**src/rtl/sqr_pkg.sv**
```systemverilog
package sqr_pkg;

    typedef enum logic [1:0] {
        TH_RUN      = 2'd0,
        TH_SQUASH   = 2'd1,
        TH_TRAPWAIT = 2'd2
    } th_state_e;

    typedef struct packed {
        logic mispred;
        logic taken;
        logic cond_ds;
        logic incl;
    } ex_flags_t;

    function automatic logic slot_squashed(input ex_flags_t f);
        return f.mispred & f.taken & f.cond_ds;
    endfunction

    function automatic logic slot_kept(input ex_flags_t f);
        return f.mispred & ~(f.taken & f.cond_ds);
    endfunction

endpackage

```
**src/rtl/sqr_point_calc.sv**
```systemverilog
module sqr_point_calc
    import sqr_pkg::*;
#(
    parameter int SEQ_W = 8
) (
    input  logic [SEQ_W-1:0] seq_i,
    input  ex_flags_t        flags_i,
    output logic [SEQ_W-1:0] rob_pt_o,
    output logic [SEQ_W-1:0] done_pt_o,
    output logic             ds_o
);
    localparam logic [SEQ_W-1:0] ONE = {{(SEQ_W-1){1'b0}}, 1'b1};

    logic [SEQ_W-1:0] dec;
    logic [SEQ_W-1:0] inc;

    always_comb begin
        dec       = flags_i.incl ? ONE : '0;
        inc       = slot_kept(flags_i) ? ONE : '0;
        done_pt_o = seq_i - dec;
        rob_pt_o  = seq_i + inc - dec;
        ds_o      = slot_squashed(flags_i);
    end
endmodule

```
**src/rtl/sqr_thread_ctl.sv**
```systemverilog
module sqr_thread_ctl
    import sqr_pkg::*;
#(
    parameter int SEQ_W = 8,
    parameter int PC_W  = 16,
    parameter int CNT_W = 8
) (
    input  logic             clk,
    input  logic             rst,
    input  logic             trap_i,
    input  logic             ctx_i,
    input  logic             arm_i,
    input  logic [PC_W-1:0]  resume_pc_i,
    input  logic             rob_empty_i,
    input  logic [SEQ_W-1:0] rob_head_i,
    input  logic             rob_done_i,
    input  logic             alloc_valid_i,
    input  logic [SEQ_W-1:0] alloc_seq_i,
    input  logic             ex_valid_i,
    input  logic [SEQ_W-1:0] ex_seq_i,
    input  ex_flags_t        ex_flags_i,
    input  logic [PC_W-1:0]  ex_pc_i,
    output logic             pulse_o,
    output logic [SEQ_W-1:0] rob_pt_o,
    output logic [SEQ_W-1:0] done_pt_o,
    output logic             ds_o,
    output logic [PC_W-1:0]  pc_o,
    output logic             squashing_o,
    output logic             illegal_o,
    output logic [CNT_W-1:0] cnt_o
);
    localparam logic [SEQ_W-1:0] ONE = {{(SEQ_W-1){1'b0}}, 1'b1};

    th_state_e        state_q;
    logic [SEQ_W-1:0] youngest_q;
    logic             flush_req;
    logic             ex_ok;
    logic [SEQ_W-1:0] flush_pt;
    logic [SEQ_W-1:0] calc_rob;
    logic [SEQ_W-1:0] calc_done;
    logic             calc_ds;

    sqr_point_calc #(.SEQ_W(SEQ_W)) u_calc (
        .seq_i     (ex_seq_i),
        .flags_i   (ex_flags_i),
        .rob_pt_o  (calc_rob),
        .done_pt_o (calc_done),
        .ds_o      (calc_ds)
    );

    always_comb begin
        flush_req = trap_i | ctx_i;
        flush_pt  = rob_empty_i ? '0 : (rob_head_i - ONE);
        ex_ok     = ex_valid_i && (state_q != TH_TRAPWAIT)
                    && (ex_seq_i <= youngest_q) && !flush_req;
    end

    always_ff @(posedge clk) begin
        if (rst) begin
            state_q    <= TH_RUN;
            youngest_q <= '0;
            pulse_o    <= 1'b0;
            rob_pt_o   <= '0;
            done_pt_o  <= '0;
            ds_o       <= 1'b0;
            pc_o       <= '0;
            illegal_o  <= 1'b0;
            cnt_o      <= '0;
        end else begin
            pulse_o   <= flush_req | ex_ok;
            illegal_o <= trap_i & ctx_i;
            if (flush_req) begin
                state_q    <= TH_SQUASH;
                youngest_q <= '0;
                rob_pt_o   <= flush_pt;
                done_pt_o  <= flush_pt;
                ds_o       <= 1'b0;
                pc_o       <= resume_pc_i;
            end else if (ex_ok) begin
                state_q    <= TH_SQUASH;
                youngest_q <= calc_done;
                rob_pt_o   <= calc_rob;
                done_pt_o  <= calc_done;
                ds_o       <= calc_ds;
                pc_o       <= ex_pc_i;
                if (ex_flags_i.mispred) begin
                    cnt_o <= cnt_o + 1'b1;
                end
            end else begin
                ds_o <= 1'b0;
                if (alloc_valid_i) begin
                    youngest_q <= alloc_seq_i;
                end
                if (arm_i) begin
                    state_q <= TH_TRAPWAIT;
                end else if (state_q == TH_SQUASH && rob_done_i) begin
                    state_q <= TH_RUN;
                end
            end
        end
    end

    assign squashing_o = (state_q == TH_SQUASH);
endmodule

```
**src/rtl/squash_resolver.sv**
```systemverilog
module squash_resolver
    import sqr_pkg::*;
#(
    parameter int THREADS = 2,
    parameter int SEQ_W   = 8,
    parameter int PC_W    = 16,
    parameter int CNT_W   = 8
) (
    input  logic                     clk,
    input  logic                     rst,
    input  logic [THREADS-1:0]       trap_sq_i,
    input  logic [THREADS-1:0]       ctx_sq_i,
    input  logic [THREADS-1:0]       trap_arm_i,
    input  logic [THREADS*PC_W-1:0]  resume_pc_i,
    input  logic [THREADS-1:0]       rob_empty_i,
    input  logic [THREADS*SEQ_W-1:0] rob_head_seq_i,
    input  logic [THREADS-1:0]       rob_sq_done_i,
    input  logic [THREADS-1:0]       alloc_valid_i,
    input  logic [THREADS*SEQ_W-1:0] alloc_seq_i,
    input  logic [THREADS-1:0]       ex_sq_valid_i,
    input  logic [THREADS*SEQ_W-1:0] ex_sq_seq_i,
    input  logic [THREADS-1:0]       ex_mispred_i,
    input  logic [THREADS-1:0]       ex_taken_i,
    input  logic [THREADS-1:0]       ex_cond_ds_i,
    input  logic [THREADS-1:0]       ex_incl_i,
    input  logic [THREADS*PC_W-1:0]  ex_redirect_pc_i,
    output logic [THREADS-1:0]       sq_pulse_o,
    output logic [THREADS*SEQ_W-1:0] rob_sq_seq_o,
    output logic [THREADS*SEQ_W-1:0] done_seq_o,
    output logic [THREADS-1:0]       ds_squash_o,
    output logic [THREADS*PC_W-1:0]  redirect_pc_o,
    output logic [THREADS-1:0]       squashing_o,
    output logic [THREADS-1:0]       illegal_o,
    output logic [THREADS*CNT_W-1:0] mispred_cnt_o
);
    localparam int SEQ_BUS = THREADS * SEQ_W;
    localparam int PC_BUS  = THREADS * PC_W;

    for (genvar t = 0; t < THREADS; t++) begin : g_thr
        ex_flags_t flags;
        assign flags = '{mispred: ex_mispred_i[t], taken: ex_taken_i[t],
                         cond_ds: ex_cond_ds_i[t], incl: ex_incl_i[t]};

        sqr_thread_ctl #(.SEQ_W(SEQ_W), .PC_W(PC_W), .CNT_W(CNT_W)) u_thr (
            .clk           (clk),
            .rst           (rst),
            .trap_i        (trap_sq_i[t]),
            .ctx_i         (ctx_sq_i[t]),
            .arm_i         (trap_arm_i[t]),
            .resume_pc_i   (resume_pc_i[t*PC_W +: PC_W]),
            .rob_empty_i   (rob_empty_i[t]),
            .rob_head_i    (rob_head_seq_i[t*SEQ_W +: SEQ_W]),
            .rob_done_i    (rob_sq_done_i[t]),
            .alloc_valid_i (alloc_valid_i[t]),
            .alloc_seq_i   (alloc_seq_i[t*SEQ_W +: SEQ_W]),
            .ex_valid_i    (ex_sq_valid_i[t]),
            .ex_seq_i      (ex_sq_seq_i[t*SEQ_W +: SEQ_W]),
            .ex_flags_i    (flags),
            .ex_pc_i       (ex_redirect_pc_i[t*PC_W +: PC_W]),
            .pulse_o       (sq_pulse_o[t]),
            .rob_pt_o      (rob_sq_seq_o[t*SEQ_W +: SEQ_W]),
            .done_pt_o     (done_seq_o[t*SEQ_W +: SEQ_W]),
            .ds_o          (ds_squash_o[t]),
            .pc_o          (redirect_pc_o[t*PC_W +: PC_W]),
            .squashing_o   (squashing_o[t]),
            .illegal_o     (illegal_o[t]),
            .cnt_o         (mispred_cnt_o[t*CNT_W +: CNT_W])
        );
    end

    if (SEQ_BUS != $bits(rob_sq_seq_o) || PC_BUS != $bits(redirect_pc_o)) begin : g_bad
        initial $error("bus width mismatch");
    end
endmodule

```
**config.mk**
```make
export PLATFORM = sky130hd
export DESIGN_NAME = squash_resolver
export DESIGN_NICKNAME = d
export VERILOG_FILES = /design/src/rtl/sqr_pkg.sv /design/src/rtl/sqr_point_calc.sv /design/src/rtl/sqr_thread_ctl.sv /design/src/rtl/squash_resolver.sv
export SDC_FILE = /design/constraint.sdc
export NUM_CORES = 1
export LEC_CHECK = 0
export BUFFER_PORTS_ARGS = -buffer_cell sky130_fd_sc_hd__buf_2
export CAP_MARGIN = 40
export CORE_UTILIZATION = 50
export DETAILED_ROUTE_END_ITERATION = 10
export PLACE_DENSITY = 0.8
export SLEW_MARGIN = 20
export SYNTH_ARGS = -nofsm -noshare
export SYNTH_HDL_FRONTEND = slang
export SYNTH_SLANG_ARGS = --single-unit
```
**constraint.sdc**
```tcl
create_clock -name clk -period 7.7 [get_ports clk]
set_input_delay 1.925 -clock clk [delete_from_list [all_inputs] [get_ports clk]]
set_output_delay 1.925 -clock clk [all_outputs]
set_load 0.01 [all_outputs]
```
==> results.md, run 1 <==
GRT:
- Summed over all layers, the global routing overflow is 0.
- The number of global-route vias before repair is 5741.
- The pin count of the biggest net entering global routing is 56.
- The first-pass GRT wire length is 28.5 mm.
- Across every metal layer, demand over resource in global routing totals between 20 and 30%.
- The number of antenna violations at the first check in global routing is 1.

Clock network:
- The total of hold buffers inserted after clock tree synthesis is 0.
- In this run, post-CTS repair resized a total of 0 instances.
- The clock root buffer is sky130_fd_sc_hd__clkbuf_16.
- The later pin in the worst-skew pair is clocked with a latency of 0.35 ns.
- The number of buffers inserted during clock tree synthesis is 9.
- For this design, the sink count on the clock tree is between 100 and 150.
- The clock-pin slew on the worst setup and hold paths is 0.07 ns.
- The clock passes through at most 2 buffers.
- TritonCTS built the clock tree.
- In this run the number of H-tree levels came out at 3.
- The number of setup buffers added after CTS is 0.

Detailed routing:
- The post-detailed-route wirelength per cell is 15.4 um.
- The iteration count of the initial detailed-routing pass is 5.
- The vias after detailed routing is just over 6000.
- The remaining antenna violation count after routing is 0.
- Summed over all layers, the routed wires come to 17.7 mm.
- Using the TritonRoute via totals, the vias-per-cell ratio works out to 5.42.
- The number of design-rule violations left by the first detailed-router iteration is ~440.
- After detailed routing, the number of remaining DRC violations is 0.

Synthesis:
- Yosys attributes the largest share of cell area to sky130_fd_sc_hd__dfxtp_1 (33%), sky130_fd_sc_hd__ha_1 (11%), sky130_fd_sc_hd__nor2_1 (7.0%), sky130_fd_sc_hd__nand2_1 (5.0%), sky130_fd_sc_hd__a211oi_1 (4.9%).
- The net count of the mapped netlist is 976.
- After synthesis the cells add up to 0.00633 mm^2.
- The cell type contributing the most total cell area after synthesis is sky130_fd_sc_hd__dfxtp_1.
- Sorting the synthesized cells by how often they occur yields sky130_fd_sc_hd__nor2_1 (118), sky130_fd_sc_hd__dfxtp_1 (106), sky130_fd_sc_hd__nand2_1 (84).
- The post-synthesis sequential area ratio is 33.5%.
- The number of standard cells after synthesis is a little under 800.
- The count of different cell masters after synthesis is between 60 and 70.
- The number of enable-type register cells in the synthesized netlist is 0.
- The main flop type after synthesis is sky130_fd_sc_hd__dfxtp_1.
- The mean instance size in the synthesized netlist is 8.08 um^2.
- After synthesis the netlist holds a flip-flop and latch count of 106.
- The count of warnings emitted by yosys is 0.
- Of all flip-flops after synthesis, the portion carrying an async set or reset was 0%.
- The synthesized design devotes to its leading area cell type 33.5% of total area.
- Among all cell types in the netlist, the one instantiated most often is sky130_fd_sc_hd__nor2_1.

STA:
- In this run the tightest slew margin relative to its limit is 47.0%.
- The final-report hold violation count is 0.
- For the pin with the worst max-slew slack, the measured transition is 0.796 ns.
- The ratio of final minimum period to clock period is 52.4%.
- Subtracting the final worst setup slack from the clock period gives 4.04 ns.
- Setup repair after global routing left no endpoint under its margin.
- In the final timing run, aggregate negative setup slack is 0 ns.
- The final-report max-slew violation count is 0.
- The final worst-path setup slack is 3.66 ns.
- The total of endpoints with negative setup slack in the final report is 0.
- The setup skew after layout is 0.0102 ns.
- Timing would allow up to 248 MHz.

Power and ir drop:
- The standby leakage power is 0.00357 uW.
- The design draws 1330 uW.
- The maximum VDD drop is between 0.00008 and 0.00009 V.
- Power spread over the standard cell area amounts to approximately 170 mW/mm^2.

Final layout:
- In the final layout, the share of cells above drive strength 1 is between 20% and 30%.
- The final standard cell count with taps included and fillers excluded is roughly 1100.
- The growth of design area from synthesis to finish is 22.5%.
- In the final design database the tool counted between 1000 and 1500 nets.
- The fraction of the core area covered by cells at the end of the flow is 63.8%.

Placed design:
- In this run, placement finished with an instance count of 1133.
- Before CTS, the worst setup slack after placement is 3.35 ns.
- The final weighted congestion in routability-driven placement is between 0.9 and 1.
- The HPWL after detailed placement is 13.6 mm.
- The count of buffers from port buffering is 223.

Min path:
- The path category of the worst min-delay check is register to register.

Setup path:
- The stage delay of the slowest cell on the critical path is 0.64 ns.
- STA classifies the critical path endpoint as a register.
- Data on the critical path arrives at its endpoint at 4.27 ns.
- In this run the worst path has a maximum fanout of 18.
- The startpoint class of the critical path is a primary input.
- STA puts the critical path data required time at about 8 ns.
- The worst setup path is of the primary input to register kind.
- The slowest library cell on the worst path is sky130_fd_sc_hd__or2_1.
- The critical path goes through buf_2, ha_1, nor2b_1, o211ai_1, a211oi_2, or2_1, nor4_1, mux2_2.

Floorplanning:
- The total core area is ~0.012 mm^2.
- From bottom edge to top edge, the die measures 115 um.
- Measured along the x axis, the die boundary spans between 100 and 150 um.
- The count of pins on the block boundary is 224.
- After floorplanning, the core was divided into 40 placement rows.
- The die area is 0.0131 mm^2.
- The initial core utilization is 52.1%.

Job:
- The count of max-cap constraint violations is 0.

Status:
- The flow ran to the end, and the final reports show no timing, DRC or antenna violations.
cells by family after synthesis:
logic type,synth area share (%)
simple gates,21.4
fa+ha+maj,11.3
flops,33.5
buf+inv,6.95
compound gates,20.5
mux,0.652
xor+xnor,5.67
sequential cells by signal, summed over array words and instances, names as in the netlist:
| name | cells |
|---|---|
| g_thr.u_thr.pc_o | 32 |
| g_thr.u_thr.pulse_o | 2 |
| g_thr.u_thr.illegal_o | 2 |
| g_thr.u_thr.state_q | 4 |
| g_thr.u_thr.youngest_q | 16 |
| g_thr.u_thr.done_pt_o | 16 |
| g_thr.u_thr.ds_o | 2 |
| g_thr.u_thr.rob_pt_o | 16 |
| g_thr.u_thr.cnt_o | 16 |
placed cells by master, fill, tap and decap left out, types with 5 or more instances in the layout:
| cell type | netlist | routed |
|---|---|---|
| sky130_fd_sc_hd__inv_1 | 58 | 58 |
| sky130_fd_sc_hd__nand2_1 | 84 | 84 |
| sky130_fd_sc_hd__o22ai_1 | 7 | 7 |
| sky130_fd_sc_hd__nor2_1 | 118 | 116 |
| sky130_fd_sc_hd__dfxtp_1 | 106 | 106 |
| sky130_fd_sc_hd__or4_1 | 5 | 5 |
| sky130_fd_sc_hd__a311oi_1 | 35 | 35 |
| sky130_fd_sc_hd__xnor2_1 | 28 | 28 |
| sky130_fd_sc_hd__xor2_1 | 13 | 13 |
| sky130_fd_sc_hd__buf_2 | 7 | 223 |
| sky130_fd_sc_hd__clkbuf_16 | 0 | 9 |
| sky130_fd_sc_hd__nand3_1 | 14 | 14 |
| sky130_fd_sc_hd__ha_1 | 54 | 54 |
| sky130_fd_sc_hd__nor3_1 | 25 | 25 |
| sky130_fd_sc_hd__buf_4 | 8 | 5 |
| sky130_fd_sc_hd__o21ai_0 | 10 | 10 |
| sky130_fd_sc_hd__nand4_1 | 6 | 6 |
| sky130_fd_sc_hd__or3_1 | 5 | 5 |
| sky130_fd_sc_hd__a211oi_1 | 41 | 41 |
| sky130_fd_sc_hd__nor4_1 | 11 | 11 |
| sky130_fd_sc_hd__nor2b_1 | 7 | 7 |
| sky130_fd_sc_hd__a21oi_1 | 40 | 40 |
cell type report:
| cell class | count | area (um^2) |
|---|---|---|
| clock inverter | 4 | 28.8 |
| tap | 168 | 210 |
| fill | 1149 | 4400 |
| antenna | 1 | 2.50 |
| timing repair buffer | 228 | 1150 |
| sequential | 106 | 2120 |
| clock buffer | 11 | 243 |
| inverter | 58 | 218 |
| multi-input combinational | 573 | 3780 |
stage by stage:
step	cell area, um^2	hold WS [ns]
after floorplan	6330	0.481
after global placement	7490	0.482
after detailed placement	7490	0.489
after CTS	7760	0.498
after global routing	7760	0.511
final	7760	0.493
power by group:
| part | internal, uW | leakage (uW) | switching, uW |
|---|---|---|---|
| Combinational | 122 | 0.00257 | 176 |
| Clock | 227 | 0.000128 | 207 |
| Sequential | 581 | 0.000872 | 16.1 |
| Total | 930 | 0.00357 | 399 |
worst max-delay path, delay by kind of cell:
| kind | cells | cell delay [ns] |
|---|---|---|
| AOI/OAI and AO/OA | 2 | 0.68 |
| adders and majority gates | 1 | 0.29 |
| buffers and inverters | 1 | 0.13 |
| muxes | 1 | 0.30 |
| and+or+nand+nor | 3 | 0.92 |
per-layer routing:
layer / global-route usage (%) / share of wire [%]
met1: 35.8 / 44
met2: 45.7 / 47
met3: 5.08 / 6.9
met4: 8.57 / 1.6
met5: 0 / 0
worst paths after layout:
path / cells after the start / endpoint / start / slack, ns
max: 8 / g_thr[0].u_thr.cnt_o[7] / ex_sq_seq_i[1] / 3.66
max reg2reg: 7 / g_thr[0].u_thr.cnt_o[7] / g_thr[0].u_thr.youngest_q[6] / 4.99
min: 2 / g_thr[0].u_thr.rob_pt_o[1] / g_thr[0].u_thr.rob_pt_o[1] / 0.49
min reg2reg: 2 / g_thr[0].u_thr.rob_pt_o[1] / g_thr[0].u_thr.rob_pt_o[1] / 0.49
Note: power is estimated with default switching activity, not from simulation.
==> inputs of run 2 (changes only) <==
Settings changed: CORE_UTILIZATION 50 to 46, PLACE_DENSITY 0.8 to 0.78.
Clock period 7.7 ns to 3.7 ns, I/O delays scaled along.
==> run 2 against run 1 <==
Register-to-register slack worse by 3.9 ns. Sequential cell count stayed put. Cell count is 0.96% higher. Clock skew is 0.0055 ns lower. Worst hold slack worse by 0.018 ns. Combinational power is 110% higher. Largest cell class unchanged. Highest routed layer is now met5.
==> results.md, run 2 (synthesis gave the netlist of run 1 again) <==
Status:
- The flow ran to the end, and the final reports show no timing, DRC or antenna violations.

Detailed routing:
- The remaining antenna violation count after routing is 0.
- The post-detailed-route wirelength per cell is 15.4 um.
- The number of design-rule violations left by the first detailed-router iteration is about 390.
- For this run, the detailed router's first-pass iteration total came to 5.
- The routed layout has 6356 vias.
- After detailed routing, the number of vias per cell comes to 5.48.
- The remaining design rule violation count is 0.
- The final wirelength is 17.9 mm.

Setup path:
- For the worst setup path, the data required time is 3.97 ns.
- The signal on the critical path passes through buf_2, ha_1, nor2b_1, o211ai_1, a211oi_2, or2_1, o21ai_0, a211oi_1.
- The stage delay of the slowest cell on the critical path is a little under 0.6 ns.
- Of all nets on the critical path, the largest fanout is 18.
- The element type at the critical path end is a register.
- The largest individual stage delay along the critical path comes from the cell sky130_fd_sc_hd__or2_1.
- The type of the worst setup path is primary input to register.
- The endpoint arrival time on the critical path is approximately 3.2 ns.
- The startpoint class of the critical path is a primary input.

STA:
- The final-report max-slew violation count came to 0.
- The maximum operating frequency is 341 MHz.
- Measured against its own limit, the worst slew margin works out to 55.5%.
- Setup slack closes at between 0.7 and 0.8 ns.
- Setup violations remaining at the end of the flow were counted as 0.
- The final-report hold violation count is 0.
- Clock skew on the completed layout was measured at about 0.0047 ns.
- At the pin with the least slew margin, the transition time is 0.667 ns.
- The worst path in the final design needs a cycle of 2.93 ns, including I/O delays and setup.
- The setup TNS after final layout is 0 ns.
- Setup repair after global routing left no endpoint under its margin.
- After layout, the worst path uses 79.2% of the clock period.

Final layout:
- The growth of design area from synthesis to finish is 24.2%.
- The register with the most flip-flops in the final layout is g_thr.u_thr.pc_o.
- Cells with a size suffix above 1 make up a little over a quarter of the layout.
- The final non-filler cell area is 0.00787 mm^2.
- The register with the most flip-flops in the layout has 32 of them.
- The fraction of the core area covered by cells at the end of the flow is 58.9%.
- The number of nets in the layout is 1171.
- Leaving out fill and tap cells, the most frequent cells in the layout are sky130_fd_sc_hd__buf_2 (223), sky130_fd_sc_hd__nor2_1 (116), sky130_fd_sc_hd__dfxtp_1 (106).
- The commonest non-fill, non-tap cell in the layout is sky130_fd_sc_hd__buf_2.

Job:
- The count of max-cap constraint violations is 0.

Floorplanning:
- The number of rows created at floorplan is 42.
- The die height is 119 um.
- In this run the standard cell core region covers between 0.01 and 0.015 mm^2.
- The initial core utilization is around 47%.
- During I/O placement, the number of pins put on the boundary was 224.
- The die area is around 0.014 mm^2.
- The die boundary width is 119 um.

GRT:
- The pin count of the biggest net entering global routing is 57.
- The total congestion overflow after global routing is 0.
- The first-pass GRT wire length is between 20 and 30 mm.
- The number of global-route vias before repair is 5887.
- The number of antenna violations at the first check in global routing is 2.
- Global routing used 25.2% of the available tracks across all layers.

Power and ir drop:
- Across the VDD grid, the largest voltage drop is 0.000207 V.
- The completed layout was analyzed and its total power is approximately 2900 uW.
- The standby leakage power is 0.00362 uW.
- For this design the ratio of total power to cell area is 365 mW/mm^2.

Clock network:
- The clock-pin slew on the worst setup and hold paths is 0.07 ns.
- In this run, post-CTS repair resized a total of 0 instances.
- For this design, the CTS-stage hold fixing added 0 buffers.
- In this run the clock root is driven by a sky130_fd_sc_hd__clkbuf_16.
- The clock sink count is between 100 and 150.
- The number of setup buffers added after CTS is 0.
- The number of buffers between clock root and the deepest sink is 2.
- TritonCTS built the clock tree.
- The clock reaches the later pin of the worst-skew pair after between 0.3 and 0.4 ns.
- In this run the number of H-tree levels came out at 3.
- The number of buffers inserted during clock tree synthesis is 9.

Placed design:
- The count of buffers from port buffering is around 220.
- The final weighted congestion in routability-driven placement is 0.959.
- After legalization and detailed placement, the total HPWL measured 13.7 mm.
- Timing analysis after detailed placement gives a worst setup slack of 0.413 ns.
- The total placed instance area is 0.00756 mm^2.

Min path:
- The tightest min-delay check is of the register to register type.
## run 2: cell types whose count changed in the layout (fill, tap and decap cells not counted), sizes merged
cell	delta
buf	+3
bufinv	+1
clkinvlp	-1
## run 2: worst max-delay path: cells and delay by family
kind                     cells  cell delay [ns]
AND/OR/NAND/NOR              2             0.71
AO/OA/AOI/OAI                4             1.13
adder cells (fa/ha/maj)      1             0.29
buffers and inverters        1             0.13
## run 2: cell type report
cell class | count | area, um^2
antenna | 1 | 2.50
timing repair buffer | 231 | 1210
fill | 1261 | 5480
multi-input combinational | 573 | 3780
inverter | 58 | 218
clock buffer | 11 | 253
tap | 176 | 220
clock inverter | 4 | 51.3
sequential | 106 | 2120
## run 2: worst paths after layout
path,startpoint,end,slack [ns],depth (start not counted)
hold / removal,g_thr[0].u_thr.done_pt_o[3],g_thr[0].u_thr.done_pt_o[3],0.47,2
hold reg to reg,g_thr[0].u_thr.done_pt_o[3],g_thr[0].u_thr.done_pt_o[3],0.47,2
setup reg to reg,g_thr[0].u_thr.youngest_q[7],g_thr[0].u_thr.done_pt_o[4],1.09,7
setup / recovery,ex_sq_seq_i[1],g_thr[0].u_thr.done_pt_o[4],0.77,8
## run 2: power by group
group	internal [uW]	switching (uW)	total [uW]
clock	559	438	996
sequential	1210	32.8	1240
combinational	263	370	633
total	2030	841	2870
## run 2: metal layers
layer	part of all wire [%]	vias up	GRT usage, %	wire (um)
met5	0.056	-	0	10
met4	1.6	2	7.34	284
met3	8.1	28	6.56	1460
met2	47	271	41.6	8360
met1	44	2902	32.3	7790
li1	-	3153	-	-
## run 2: metrics by stage
step / std cells / hold slack [ns]
floorplan: 784 / 0.481
global route: 1160 / 0.492
CTS: 1159 / 0.474
detailed placement: 1144 / 0.461
finish: 1160 / 0.474
global placement: 1144 / 0.448
